**src/rtl/scan_pkg.sv**
```systemverilog
package scan_pkg;

  typedef enum logic [2:0] {
    INS_EXTEST  = 3'b000,
    INS_IDCODE  = 3'b001,
    INS_SAMPLEZ = 3'b010,
    INS_PRELOAD = 3'b100,
    INS_BYPASS  = 3'b111
  } ins_e;

  typedef enum logic [1:0] {
    DR_BYP = 2'd0,
    DR_ID  = 2'd1,
    DR_BSR = 2'd2
  } dr_sel_e;

  // Map the held instruction onto the data register it routes
  function automatic dr_sel_e pick_dr(input logic [2:0] code);
    dr_sel_e sel;
    case (code)
      INS_EXTEST, INS_SAMPLEZ, INS_PRELOAD: sel = DR_BSR;
      INS_IDCODE:                           sel = DR_ID;
      default:                              sel = DR_BYP;
    endcase
    return sel;
  endfunction

  // Constant identification word: revision, I/O-width code, fixed low field
  function automatic logic [31:0] id_word(input logic [3:0] rev, input logic wide);
    logic [15:0] mid;
    mid = wide ? 16'h0908 : 16'h090A;
    return {rev, mid, 12'h1B3};
  endfunction

endpackage

```
**src/rtl/scan_ir.sv**
```systemverilog
module scan_ir #(
  parameter int unsigned        IR_W        = 3,
  parameter logic [IR_W-1:0]    CAPTURE_PAT = 3'b001,
  parameter logic [IR_W-1:0]    RESET_CODE  = 3'b001
) (
  input  logic            tck,
  input  logic            rst,
  input  logic            tdi,
  input  logic            capture,
  input  logic            shift,
  input  logic            update,
  output logic            ir_lsb,
  output logic [IR_W-1:0] ir_cur
);

  logic [IR_W-1:0] sh_q;

  always_ff @(posedge tck) begin
    if (rst) begin
      sh_q <= CAPTURE_PAT;
    end else if (capture) begin
      sh_q <= CAPTURE_PAT;
    end else if (shift) begin
      sh_q <= {tdi, sh_q[IR_W-1:1]};
    end
  end

  always_ff @(posedge tck) begin
    if (rst) begin
      ir_cur <= RESET_CODE;
    end else if (update) begin
      ir_cur <= sh_q;
    end
  end

  assign ir_lsb = sh_q[0];

  p_reset_code_r1: assert property (@(posedge tck) rst |=> ir_cur == RESET_CODE);

  p_ir_hold_r2: assert property (@(posedge tck) disable iff (rst)
    !update |=> $stable(ir_cur));

  p_ir_shift_r2: assert property (@(posedge tck) disable iff (rst)
    (shift && !capture) |=> sh_q[IR_W-2:0] == $past(sh_q[IR_W-1:1]));

endmodule

```
**src/rtl/scan_idbyp.sv**
```systemverilog
module scan_idbyp #(
  parameter int unsigned      ID_W   = 32,
  parameter logic [ID_W-1:0]  ID_VAL = '0
) (
  input  logic tck,
  input  logic rst,
  input  logic tdi,
  input  logic capture,
  input  logic shift,
  input  logic sel_id,
  input  logic sel_byp,
  output logic id_lsb,
  output logic byp_q
);

  logic [ID_W-1:0] id_sr;

  always_ff @(posedge tck) begin
    if (rst) begin
      id_sr <= '0;
    end else if (sel_id && capture) begin
      id_sr <= ID_VAL;
    end else if (sel_id && shift) begin
      id_sr <= {tdi, id_sr[ID_W-1:1]};
    end
  end

  always_ff @(posedge tck) begin
    if (rst) begin
      byp_q <= 1'b0;
    end else if (sel_byp && capture) begin
      byp_q <= 1'b0;
    end else if (sel_byp && shift) begin
      byp_q <= tdi;
    end
  end

  assign id_lsb = id_sr[0];

  p_byp_zero_r4: assert property (@(posedge tck) disable iff (rst)
    (capture && sel_byp) |=> byp_q == 1'b0);

  p_id_load_r5: assert property (@(posedge tck) disable iff (rst)
    (capture && sel_id) |=> id_sr == ID_VAL);

  p_id_idle_r5: assert property (@(posedge tck) disable iff (rst)
    !sel_id |=> $stable(id_sr));

endmodule

```
**src/rtl/scan_bsr.sv**
```systemverilog
module scan_bsr #(
  parameter int unsigned          BSR_LEN   = 20,
  parameter logic [BSR_LEN-1:0]   HOLD_MASK = '0
) (
  input  logic               tck,
  input  logic               rst,
  input  logic               tdi,
  input  logic               capture,
  input  logic               shift,
  input  logic               update,
  input  logic               sel,
  input  logic [BSR_LEN-1:0] pin_in,
  output logic               cell_lsb,
  output logic [BSR_LEN-1:0] upd_q
);

  logic [BSR_LEN-1:0] cells;
  logic [BSR_LEN-1:0] cap_val;
  logic [BSR_LEN-1:0] shin;

  // placeholder positions read as 1 whatever the pin does
  assign cap_val = pin_in | HOLD_MASK;
  assign shin    = {tdi, cells[BSR_LEN-1:1]};

  for (genvar i = 0; i < BSR_LEN; i++) begin : g_cell
    always_ff @(posedge tck) begin
      if (rst) begin
        cells[i] <= 1'b0;
      end else if (sel && capture) begin
        cells[i] <= cap_val[i];
      end else if (sel && shift) begin
        cells[i] <= shin[i];
      end
    end

    always_ff @(posedge tck) begin
      if (rst) begin
        upd_q[i] <= 1'b0;
      end else if (sel && update) begin
        upd_q[i] <= cells[i];
      end
    end
  end

  assign cell_lsb = cells[0];

  p_placeholder_one_r6: assert property (@(posedge tck) disable iff (rst)
    (sel && capture) |=> (cells & HOLD_MASK) == HOLD_MASK);

  p_shift_lsb_r7: assert property (@(posedge tck) disable iff (rst)
    (sel && shift && !capture) |=> cells[BSR_LEN-2:0] == $past(cells[BSR_LEN-1:1]));

  p_update_hold_r8: assert property (@(posedge tck) disable iff (rst)
    !(sel && update) |=> $stable(upd_q));

endmodule

```
**src/rtl/memscan_tdr.sv**
```systemverilog
module memscan_tdr
  import scan_pkg::*;
#(
  parameter int unsigned        BSR_LEN   = 20,
  parameter logic [BSR_LEN-1:0] HOLD_MASK = 20'h00811,
  parameter logic [3:0]         DIE_REV   = 4'h3,
  parameter bit                 WIDE_IO   = 1'b1
) (
  input  logic               tck,
  input  logic               rst,
  input  logic               tdi,
  input  logic               capture_ir,
  input  logic               shift_ir,
  input  logic               update_ir,
  input  logic               capture_dr,
  input  logic               shift_dr,
  input  logic               update_dr,
  input  logic [BSR_LEN-1:0] pin_in,
  output logic               tdo,
  output logic               tdo_en,
  output logic [BSR_LEN-1:0] bsr_par,
  output logic               ext_drive,
  output logic               force_hiz
);

  localparam int unsigned IR_W   = 3;
  localparam int unsigned ID_W   = 32;
  localparam logic [ID_W-1:0] ID_VAL = id_word(DIE_REV, WIDE_IO);

  logic [IR_W-1:0] ir_cur;
  logic            ir_lsb;
  logic            id_lsb;
  logic            byp_q;
  logic            bsr_lsb;
  logic            dr_lsb;
  dr_sel_e         dr_sel;
  logic            sel_id, sel_byp, sel_bsr;

  scan_ir #(
    .IR_W       (IR_W),
    .CAPTURE_PAT(3'b001),
    .RESET_CODE (INS_IDCODE)
  ) u_ir (
    .tck    (tck),
    .rst    (rst),
    .tdi    (tdi),
    .capture(capture_ir),
    .shift  (shift_ir),
    .update (update_ir),
    .ir_lsb (ir_lsb),
    .ir_cur (ir_cur)
  );

  assign dr_sel  = pick_dr(ir_cur);
  assign sel_id  = (dr_sel == DR_ID);
  assign sel_byp = (dr_sel == DR_BYP);
  assign sel_bsr = (dr_sel == DR_BSR);

  scan_idbyp #(
    .ID_W  (ID_W),
    .ID_VAL(ID_VAL)
  ) u_idbyp (
    .tck    (tck),
    .rst    (rst),
    .tdi    (tdi),
    .capture(capture_dr),
    .shift  (shift_dr),
    .sel_id (sel_id),
    .sel_byp(sel_byp),
    .id_lsb (id_lsb),
    .byp_q  (byp_q)
  );

  scan_bsr #(
    .BSR_LEN  (BSR_LEN),
    .HOLD_MASK(HOLD_MASK)
  ) u_bsr (
    .tck     (tck),
    .rst     (rst),
    .tdi     (tdi),
    .capture (capture_dr),
    .shift   (shift_dr),
    .update  (update_dr),
    .sel     (sel_bsr),
    .pin_in  (pin_in),
    .cell_lsb(bsr_lsb),
    .upd_q   (bsr_par)
  );

  always_comb begin
    case (dr_sel)
      DR_ID:   dr_lsb = id_lsb;
      DR_BSR:  dr_lsb = bsr_lsb;
      default: dr_lsb = byp_q;
    endcase
  end

  // serial output re-timed half a cycle after the shifting edge
  always_ff @(negedge tck) begin
    if (rst) begin
      tdo    <= 1'b0;
      tdo_en <= 1'b0;
    end else begin
      tdo_en <= shift_ir || shift_dr;
      if (shift_ir) begin
        tdo <= ir_lsb;
      end else if (shift_dr) begin
        tdo <= dr_lsb;
      end
    end
  end

  assign ext_drive = (ir_cur == INS_EXTEST);
  assign force_hiz = (ir_cur == INS_SAMPLEZ);

  p_drive_update_r9: assert property (@(posedge tck) disable iff (rst)
    !update_ir |=> $stable(ext_drive) && $stable(force_hiz));

endmodule

```
**config.mk**
```make
export PLATFORM = sky130hd
export DESIGN_NAME = memscan_tdr
export DESIGN_NICKNAME = d
export VERILOG_FILES = /design/src/rtl/scan_pkg.sv /design/src/rtl/scan_ir.sv /design/src/rtl/scan_idbyp.sv /design/src/rtl/scan_bsr.sv /design/src/rtl/memscan_tdr.sv
export SDC_FILE = /design/constraint.sdc
export NUM_CORES = 1
export LEC_CHECK = 0
export BUFFER_PORTS_ARGS = -buffer_cell sky130_fd_sc_hd__buf_4
export CORE_MARGIN = 2
export CORE_UTILIZATION = 30
export CTS_CLUSTER_DIAMETER = 120
export DETAILED_ROUTE_END_ITERATION = 10
export SLEW_MARGIN = 20
export SYNTH_ARGS = -nofsm -noshare
export SYNTH_HDL_FRONTEND = slang
export SYNTH_SLANG_ARGS = --single-unit
```
**constraint.sdc**
```tcl
create_clock -name tck -period 2.09 [get_ports tck]
set_input_delay 0.418 -clock tck [delete_from_list [all_inputs] [get_ports tck]]
set_output_delay 0.418 -clock tck [all_outputs]
set_load 0.01 [all_outputs]
```
==> key figures, run 1 <==
Worst setup path
  • Worst Path Required: 1320 ps
  • CP Buf/Inv Count: 0
  • Max stage delay on crit path: 360 ps
  • Crit end category: register
  • Arrival @ worst endpoint: 1510 ps
  • R2R cell count: 6
  • CP Launch Type: register
  • Setup Crit Path Kind: register to register
  • Reg2Reg Launch Point: u_ir.ir_cur[2]
  • Reg2reg setup slack: -190 ps
  • Delay-heaviest family, CP: flip-flops
  • Crit Path Max Fanout: 3
  • Worst setup path start: u_ir.ir_cur[2]
  • Reg2reg end: tdo
  • CP max stage cell: dfxtp_2
  • Critical-path cell list: nor2_4, nand2_2, ha_4, a22oi_2, o2111ai_2, nor4b_2

Timing
  • RSZ-0062 raised after global routing: true
  • Final Hold Viols: 0
  • Worst-Margin Slew: 738.9 ps
  • Final Worst Setup Slack: -190.9 ps
  • Final-report max-slew violation count: 0
  • Max_slew headroom: 0.5074
  • Final Setup Violations: 3
  • Worst hold margin: 254.3 ps
  • Clk_skew: 58.20 ps

Synth
  • Post-synth top flop: dfxtp_1
  • Yosys cell types: 31
  • Seq/Total Area, Yosys: 0.5159
  • Area of the mapped netlist: 3143 µm²
  • Fraction of registers with async set/reset: 0
  • Post-synth EDFFs: 0
  • Flops & latches, synth: 81
  • Biggest area consumer among synthesized cells: dfxtp_1
  • Post-synthesis average cell area: 8.359 µm²
  • Post-Syn Nets: 408
  • Synth top area share: 0.5159
  • Top area cells in the synthesized netlist: dfxtp_1 52%, nand2_1 15%, a21oi_1 6.8%, a22o_1 4.7%, o21ai_0 2.9%
  • Cells after synthesis: 376
  • Synth Warn #: 0

Power and ir drop
  • NetSw: 0.7647 mW
  • Pint: 2.386 mW
  • Sequential power share: 0.510
  • Cell Pwr Density: 800.5 nW/µm²
  • Maximum vdd drop: 0.2873 mV
  • Leakage power: 1.499 nW
  • Combinational share of power: 0.089
  • PnR Total Power: 3.151 mW
  • Switching Share: 0.2427
  • Clock share of power: 0.401

Die
  • # rows: 37
  • Initial core utilization: 0.3072
  • Core area: 10230 µm²
  • Ports: 53
  • Die Area: 11310 µm²
  • Chip width: 106.4 µm
  • Die Span Y: 106.4 µm

CTS
  • CTS tree: built
  • Clk sinks: 81
  • Clk pin slew, worst setup/hold paths: 70 ps
  • Cts hold-fix bufs: 0
  • Clk buf depth: 2
  • CTS buffer count: 9
  • Root buf cell: clkbuf_8
  • H-tree levels: 3
  • Clock Latency Late Sink: 390 ps

Hold path
  • Hold path depth: 2
  • Worst Hold Launch: capture_ir
  • Hold EP: u_ir.sh_q[2]
  • HP Class: input port to register

Final layout
  • Nets@finish: 457
  • Commonest non-fill, non-tap cell in the layout: nand2_1
  • Util after Layout: 0.3847
  • Design area: 3936 µm²
  • Antenna Diode Count: 0
  • Area grow syn2layout: 25.24%
  • Finished Layout Cells: 566
  • Layout cells sized above 1: 0.2256
  • Fill cell count: 1046
  • Commonest non-fill, non-tap cells in the layout: 121 x nand2_1, 77 x dfxtp_1, 63 x buf_4

Global routing
  • First-pass GRT wire length: 11740 µm
  • Antenna violations before repair: 0
  • Vias in the first global route: 2461
  • Gr usage total: 0.1281
  • Largest net degree at the start of global routing: 42
  • Total gr overflow: 0

Outcome
  • Failing checks: setup timing
  • Run status: finished with violations

Drt
  • Final WL: 7216 µm
  • Via Count: 2658
  • Post-DR vias/cell: 4.696
  • Routed len/inst: 12.75 µm
  • Starting DRC count in detailed routing: 190
  • 1st-pass router iterations: 4
  • DRC: 0
  • Routed Antenna Nets: 0

Flow run
  • Max Cap Viol: 0

Place
  • Gpl congestion: 0.7805
  • Post-DP HPWL: 4734 µm
  • Placement Cell Area: 3654 µm²
  • Inst Count DP: 548
  • PortBufs: 49
==> worst max-delay path by stage <==
stage / to / cells past startpoint
after CTS: tdo / 1
after detailed placement: tdo / 6
after floorplan: tdo / 6
after global routing: tdo / 6
final: tdo / 6
after global placement: tdo / 6
==> area by class of cell <==
class	instances	area (µm²)	area share
clock buffer	10	127.6	0.03242
clock inverter	8	100.1	0.02543
inverter	3	11.26	0.002861
timing repair buffer	65	495.5	0.1259
sequential	81	1629	0.4139
tap	136	170.2	0.04323
multi-input combinational	263	1403	0.3563
==> through the flow <==
stage	TNS (ps)	worst slack, ps
2_1_floorplan	-214.2	-214.2
3_3_place_gp	-233.9	-233.9
3_5_place_dp	-227.5	-227.5
4_1_cts	-584.8	-206.5
5_1_grt	-679.4	-269.7
6_report	-549.4	-190.9
==> kinds of logic after synthesis <==
family / after synthesis / synth area share
AND/OR/NAND/NOR: 157 / 0.2082
AO/OA/AOI/OAI: 98 / 0.1899
flip-flops: 81 / 0.5159
buffers and inverters: 32 / 0.05811
multiplexers: 5 / 0.01592
adder cells (fa/ha/maj): 3 / 0.01194
==> what timing repair did <==
| item | 4_1_cts | 5_1_grt |
|---|---|---|
| pin swaps | 0 | 2 |
| endpoints found under the setup margin | 3 | 3 |
| setup buffers | 1 | 0 |
| hold endpoints to repair | 0 | 0 |
| resized for setup | 4 | 10 |
==> power by group through the flow <==
stage	Sequential [mW]	Clock, mW	Combinational [mW]
after floorplan	1.64	0.00899	0.186
after CTS	1.61	1.29	0.275
final	1.61	1.26	0.279
after global placement	1.64	0.00899	0.263
after detailed placement	1.64	0.00899	0.269
after global routing	1.61	1.36	0.309
==> cell usage after synthesis, types with 3 or more instances <==
| library cell | number |
|---|---|
| a21oi_1 | 43 |
| a22o_1 | 17 |
| buf_1 | 4 |
| buf_2 | 11 |
| buf_4 | 6 |
| clkbuf_1 | 4 |
| dfxtp_1 | 81 |
| ha_1 | 3 |
| inv_1 | 4 |
| mux2i_1 | 5 |
| nand2_1 | 122 |
| nor2_1 | 21 |
| nor3_1 | 4 |
| o21ai_0 | 18 |
| o22ai_1 | 14 |
==> routing by layer <==
metal / up-vias / share of wire / global-route usage
li1: 1358 / - / -
met1: 1244 / 0.46 / 0.1589
met2: 48 / 0.48 / 0.2170
met3: 8 / 0.047 / 0.02759
met4: 0 / 0.012 / 0.04793
met5: - / 0 / 0
==> worst register-to-register path, stage by stage, from the launching register on <==
cell       delay [ps]
dfxtp_2           360
nor2_4            110
nand2_2            90
ha_4              180
a22oi_2           160
o2111ai_2         110
nor4b_2           160
==> registers in the layout, indices dropped and copies added, names as in the netlist <==
register        count
u_idbyp.byp_q       1
tdo                 1
u_bsr.cell_lsb      1
u_ir.ir_cur         3
u_bsr.cells        19
tdo_en              1
u_ir.sh_q           3
u_bsr.upd_q        20
u_idbyp.id_sr      32
No activity file was read; power rests on OpenSTA's default activity.
==> run 2: changes to the inputs <==
--- a/config.mk
+++ b/config.mk
@@ -10,6 +10,7 @@
 export CORE_UTILIZATION = 30
 export CTS_CLUSTER_DIAMETER = 120
 export DETAILED_ROUTE_END_ITERATION = 10
+export SKIP_LAST_GASP = 1
 export SLEW_MARGIN = 20
 export SYNTH_ARGS = -nofsm -noshare
 export SYNTH_HDL_FRONTEND = slang
==> key figures, run 2 (synthesis gave the netlist of run 1 again) <==
Power and ir drop
  • Maximum vdd drop: 0.2872 mV
  • Pint: 2.386 mW
  • Clock share of power: 0.401
  • NetSw: 0.7644 mW
  • Sequential power share: 0.510
  • Combinational share of power: 0.089
  • Leakage power: 1.499 nW
  • Cell Pwr Density: 800.4 nW/µm²
  • Switching Share: 0.2426

Drt
  • Via Count: 2658
  • Post-DR vias/cell: 4.696
  • Starting DRC count in detailed routing: 182
  • DRC: 0
  • Routed len/inst: 12.74 µm
  • Final WL: 7212 µm
  • Routed Antenna Nets: 0
  • 1st-pass router iterations: 4

Place
  • PortBufs: 49
  • Post-DP HPWL: 4734 µm
  • Setup WS pre-CTS: -227.5 ps
  • Gpl congestion: 0.7805
  • Inst Count DP: 548

Hold path
  • HP Class: input port to register
  • Worst Hold Launch: capture_ir
  • Hold path depth: 2
  • Hold EP: u_ir.sh_q[2]

Final layout
  • Max reg flops: 32
  • Finished Layout Cells: 566
  • Area grow syn2layout: 25.24%
  • Layout cells sized above 1: 0.2256
  • Util after Layout: 0.3847
  • Regs by FF count: u_idbyp.id_sr (32), u_bsr.upd_q (20), u_bsr.cells (19)
  • Nets@finish: 457
  • Antenna Diode Count: 0
  • Reg with most FFs: u_idbyp.id_sr
  • Commonest non-fill, non-tap cell in the layout: nand2_1
  • Fill cell count: 1046
  • Commonest non-fill, non-tap cells in the layout: 121 x nand2_1, 77 x dfxtp_1, 63 x buf_4

Global routing
  • Antenna violations before repair: 0
  • Gr usage total: 0.1281
  • Total gr overflow: 0
  • Vias in the first global route: 2461
  • First-pass GRT wire length: 11740 µm
  • Largest net degree at the start of global routing: 42

Die
  • Die Span Y: 106.4 µm
  • Core area: 10230 µm²
  • Initial core utilization: 0.3072
  • Chip width: 106.4 µm
  • Ports: 53
  • Die Area: 11310 µm²
  • # rows: 37

CTS
  • CTS tree: built
  • Clock Latency Late Sink: 390 ps
  • Clk sinks: 81
  • Clk buf depth: 2
  • H-tree levels: 3
  • Root buf cell: clkbuf_8
  • CTS buffer count: 9
  • Clk pin slew, worst setup/hold paths: 70 ps

Worst setup path
  • Crit end category: register
  • Arrival @ worst endpoint: 1520 ps
  • Crit Path Max Fanout: 3
  • CP Launch Type: register
  • Reg2reg setup slack: -200 ps
  • Reg2Reg Launch Point: u_ir.ir_cur[1]
  • Setup Crit Path Kind: register to register
  • Reg2reg end: tdo
  • R2R cell count: 6
  • Worst Path Required: 1320 ps

Timing
  • Final Setup Violations: 3
  • Final-report max-slew violation count: 0
  • Worst hold margin: 254.3 ps
  • Worst-Margin Slew: 738.9 ps
  • Final Hold Viols: 0
  • Max_slew headroom: 0.5074
  • RSZ-0062 raised after global routing: true
  • Clk_skew: 58.25 ps
  • Fin Setup TNS: -556.4 ps
  • Final Worst Setup Slack: -199.1 ps

Outcome
  • Failing checks: setup timing
  • Run status: finished with violations

Flow run
  • Max Cap Viol: 0
## run 2: cell counts in the layout (fill, tap and decap cells not counted)
No cell type changed its count.
## run 2: stage by stage
step,instance area (µm²),power [mW]
after floorplan,3172,1.833
after global placement,3654,1.914
after detailed placement,3654,1.921
after CTS,3895,3.177
after global routing,3936,3.279
final,3936,3.151
## run 2: how the worst max path moves through the flow
stage,startpoint,endpoint,slack [ps],cells past startpoint
after detailed placement,u_ir.ir_cur[1],tdo,-230,6
after floorplan,u_ir.ir_cur[1],tdo,-210,6
after global routing,u_ir.ir_cur[1],tdo,-280,6
after global placement,u_ir.ir_cur[1],tdo,-230,6
final,u_ir.ir_cur[1],tdo,-200,6
after CTS,tdo,tdo,-210,1
## run 2: timing repair
action | in CTS | in global routing
hold buffers | 0 | 0
buffers inserted | 1 | 0
gates resized for setup | 4 | 10
endpoints found under the setup margin | 3 | 3
pin swaps | 0 | 1
## run 2: worst max-delay path, stage by stage (launching register included)
cell and delay, ps:
dfxtp_4 370, nor2_4 100, nand2_2 90, ha_4 180
a22oi_2 160, o2111ai_2 110, nor4b_2 160
## run 2: power groups by stage
stage / sequential, mW / combinational (mW) / clock, mW
4_1_cts: 1.61 / 0.275 / 1.29
2_1_floorplan: 1.64 / 0.186 / 0.00899
6_report: 1.61 / 0.279 / 1.26
5_1_grt: 1.61 / 0.309 / 1.36
3_3_place_gp: 1.64 / 0.263 / 0.00899
3_5_place_dp: 1.64 / 0.269 / 0.00899
## run 2: metal layers
metal	vias up	wire, µm	GRT usage
li1	1357	-	-
met1	1243	3298	0.1589
met2	50	3485	0.2170
met3	8	343	0.02759
met4	0	84	0.04793
met5	-	0	0
## run 2: cell type report
cell class / count / area [µm²] / area share
sequential: 81 / 1629 / 0.4139
clock buffer: 10 / 127.6 / 0.03242
clock inverter: 8 / 100.1 / 0.02543
tap: 136 / 170.2 / 0.04323
timing repair buffer: 65 / 495.5 / 0.1259
inverter: 3 / 11.26 / 0.002861
multi-input combinational: 263 / 1403 / 0.3563
==> run 3: changes to the inputs <==
--- a/config.mk
+++ b/config.mk
@@ -10,6 +10,7 @@
 export CORE_UTILIZATION = 30
 export CTS_CLUSTER_DIAMETER = 120
 export DETAILED_ROUTE_END_ITERATION = 10
+export MAX_ROUTING_LAYER = met4
 export SKIP_LAST_GASP = 1
 export SLEW_MARGIN = 20
 export SYNTH_ARGS = -nofsm -noshare
==> key figures, run 3 (synthesis gave the netlist of run 1 again) <==
Outcome
  • Run status: finished with violations
  • Failing checks: setup timing

Worst setup path
  • Delay-heaviest family, CP: flip-flops
  • Critical-path cell list: nor2_4, nand2_2, ha_4, a22oi_2, o2111ai_2, nor4b_2
  • Arrival @ worst endpoint: 1520 ps
  • CP Buf/Inv Count: 0
  • Crit end category: register
  • CP Launch Type: register
  • CP max stage cell: dfxtp_4
  • Setup Crit Path Kind: register to register
  • Worst Path Required: 1320 ps
  • Max stage delay on crit path: 370 ps
  • Crit Path Max Fanout: 3

Place
  • Gpl congestion: 0.7913
  • Post-DP HPWL: 4734 µm
  • PortBufs: 49
  • Setup WS pre-CTS: -227.5 ps
  • Placement Cell Area: 3654 µm²

Timing
  • Final Setup Violations: 3
  • Clk_skew: 58.00 ps
  • RSZ-0062 raised after global routing: true
  • Max_slew headroom: 0.5074
  • Final Hold Viols: 0
  • Final-report max-slew violation count: 0
  • Worst hold margin: 253.5 ps
  • Worst-Margin Slew: 738.9 ps
  • Final Worst Setup Slack: -199.3 ps

Power and ir drop
  • PnR Total Power: 3.151 mW
  • Maximum vdd drop: 0.2872 mV
  • Leakage power: 1.499 nW
  • Cell Pwr Density: 800.6 nW/µm²

Final layout
  • Commonest non-fill, non-tap cell in the layout: nand2_1
  • Nets@finish: 457
  • Design area: 3936 µm²
  • Layout cells sized above 1: 0.2256
  • Fill cell count: 1046
  • Commonest non-fill, non-tap cells in the layout: 121 x nand2_1, 77 x dfxtp_1, 63 x buf_4
  • Max reg flops: 32
  • Antenna Diode Count: 0
  • Reg with most FFs: u_idbyp.id_sr
  • Util after Layout: 0.3847
  • Regs by FF count: u_idbyp.id_sr (32), u_bsr.upd_q (20), u_bsr.cells (19)
  • Area grow syn2layout: 25.24%

Drt
  • Final WL: 7203 µm
  • Routed Antenna Nets: 0
  • Starting DRC count in detailed routing: 166
  • DRC: 0
  • Via Count: 2671
  • Post-DR vias/cell: 4.719
  • 1st-pass router iterations: 4
  • Routed len/inst: 12.73 µm

CTS
  • Clk sinks: 81
  • Root buf cell: clkbuf_8
  • Clk buf depth: 2
  • CTS tree: built
  • CTS buffer count: 9
  • Clock Latency Late Sink: 390 ps
  • H-tree levels: 3
  • Clk pin slew, worst setup/hold paths: 70 ps

Die
  • Chip width: 106.4 µm
  • Ports: 53
  • Core area: 10230 µm²
  • # rows: 37
  • Die Area: 11310 µm²
  • Initial core utilization: 0.3072
  • Die Span Y: 106.4 µm

Global routing
  • Antenna violations before repair: 0
  • First-pass GRT wire length: 11740 µm
  • Largest net degree at the start of global routing: 42
  • Vias in the first global route: 2464
  • Total gr overflow: 0
  • Gr usage total: 0.1315

Hold path
  • HP Class: input port to register

Flow run
  • Max Cap Viol: 0
## run 3: what timing repair did
item,in CTS,in global routing
endpoints found under the setup margin,3,3
pin swaps,0,1
resized for setup,4,10
endpoints found under the hold margin,0,0
buffers inserted,1,0
hold buffers,0,0
## run 3: worst paths after layout
kind | from | endpoint | slack (ps) | cells after the start
max | u_ir.ir_cur[1] | tdo | -200 | 6
min | capture_ir | u_ir.sh_q[2] | 250 | 2
max reg2reg | u_ir.ir_cur[1] | tdo | -200 | 6
min reg2reg | u_idbyp.id_sr[25] | u_idbyp.id_sr[24] | 450 | 2
## run 3: layout make-up
type                       instances  area, µm²  share of cell area
inverter                           3      11.26            0.002861
clock buffer                      10      127.6             0.03242
sequential                        81       1629              0.4139
multi-input combinational        263       1403              0.3563
timing repair buffer              65      495.5              0.1259
clock inverter                     8      100.1             0.02543
tap                              136      170.2             0.04323
## run 3: worst reg2reg max path, stage by stage (launching register included)
cell,delay [ps]
dfxtp_4,370
nor2_4,110
nand2_2,90
ha_4,180
a22oi_2,160
o2111ai_2,110
nor4b_2,160
## run 3: where the power goes
part | leakage (nW) | switching, mW | internal (mW) | total [mW]
sequential | 0.659 | 0.0251 | 1.58 | 1.61
combinational | 0.726 | 0.158 | 0.121 | 0.279
clock | 0.113 | 0.582 | 0.682 | 1.26
## run 3: through the flow
stage / instances / TNS (ps)
6_report: 566 / -557.9
5_1_grt: 566 / -685.1
4_1_cts: 566 / -584.8
3_5_place_dp: 548 / -227.5
3_3_place_gp: 548 / -233.9
2_1_floorplan: 376 / -214.2
## run 3: per-layer routing
layer	vias up	share of wire	GRT usage
li1	1358	-	-
met1	1248	0.46	0.1585
met2	52	0.48	0.2170
met3	13	0.048	0.02759
met4	0	0.013	0.04793
met5	-	0	-
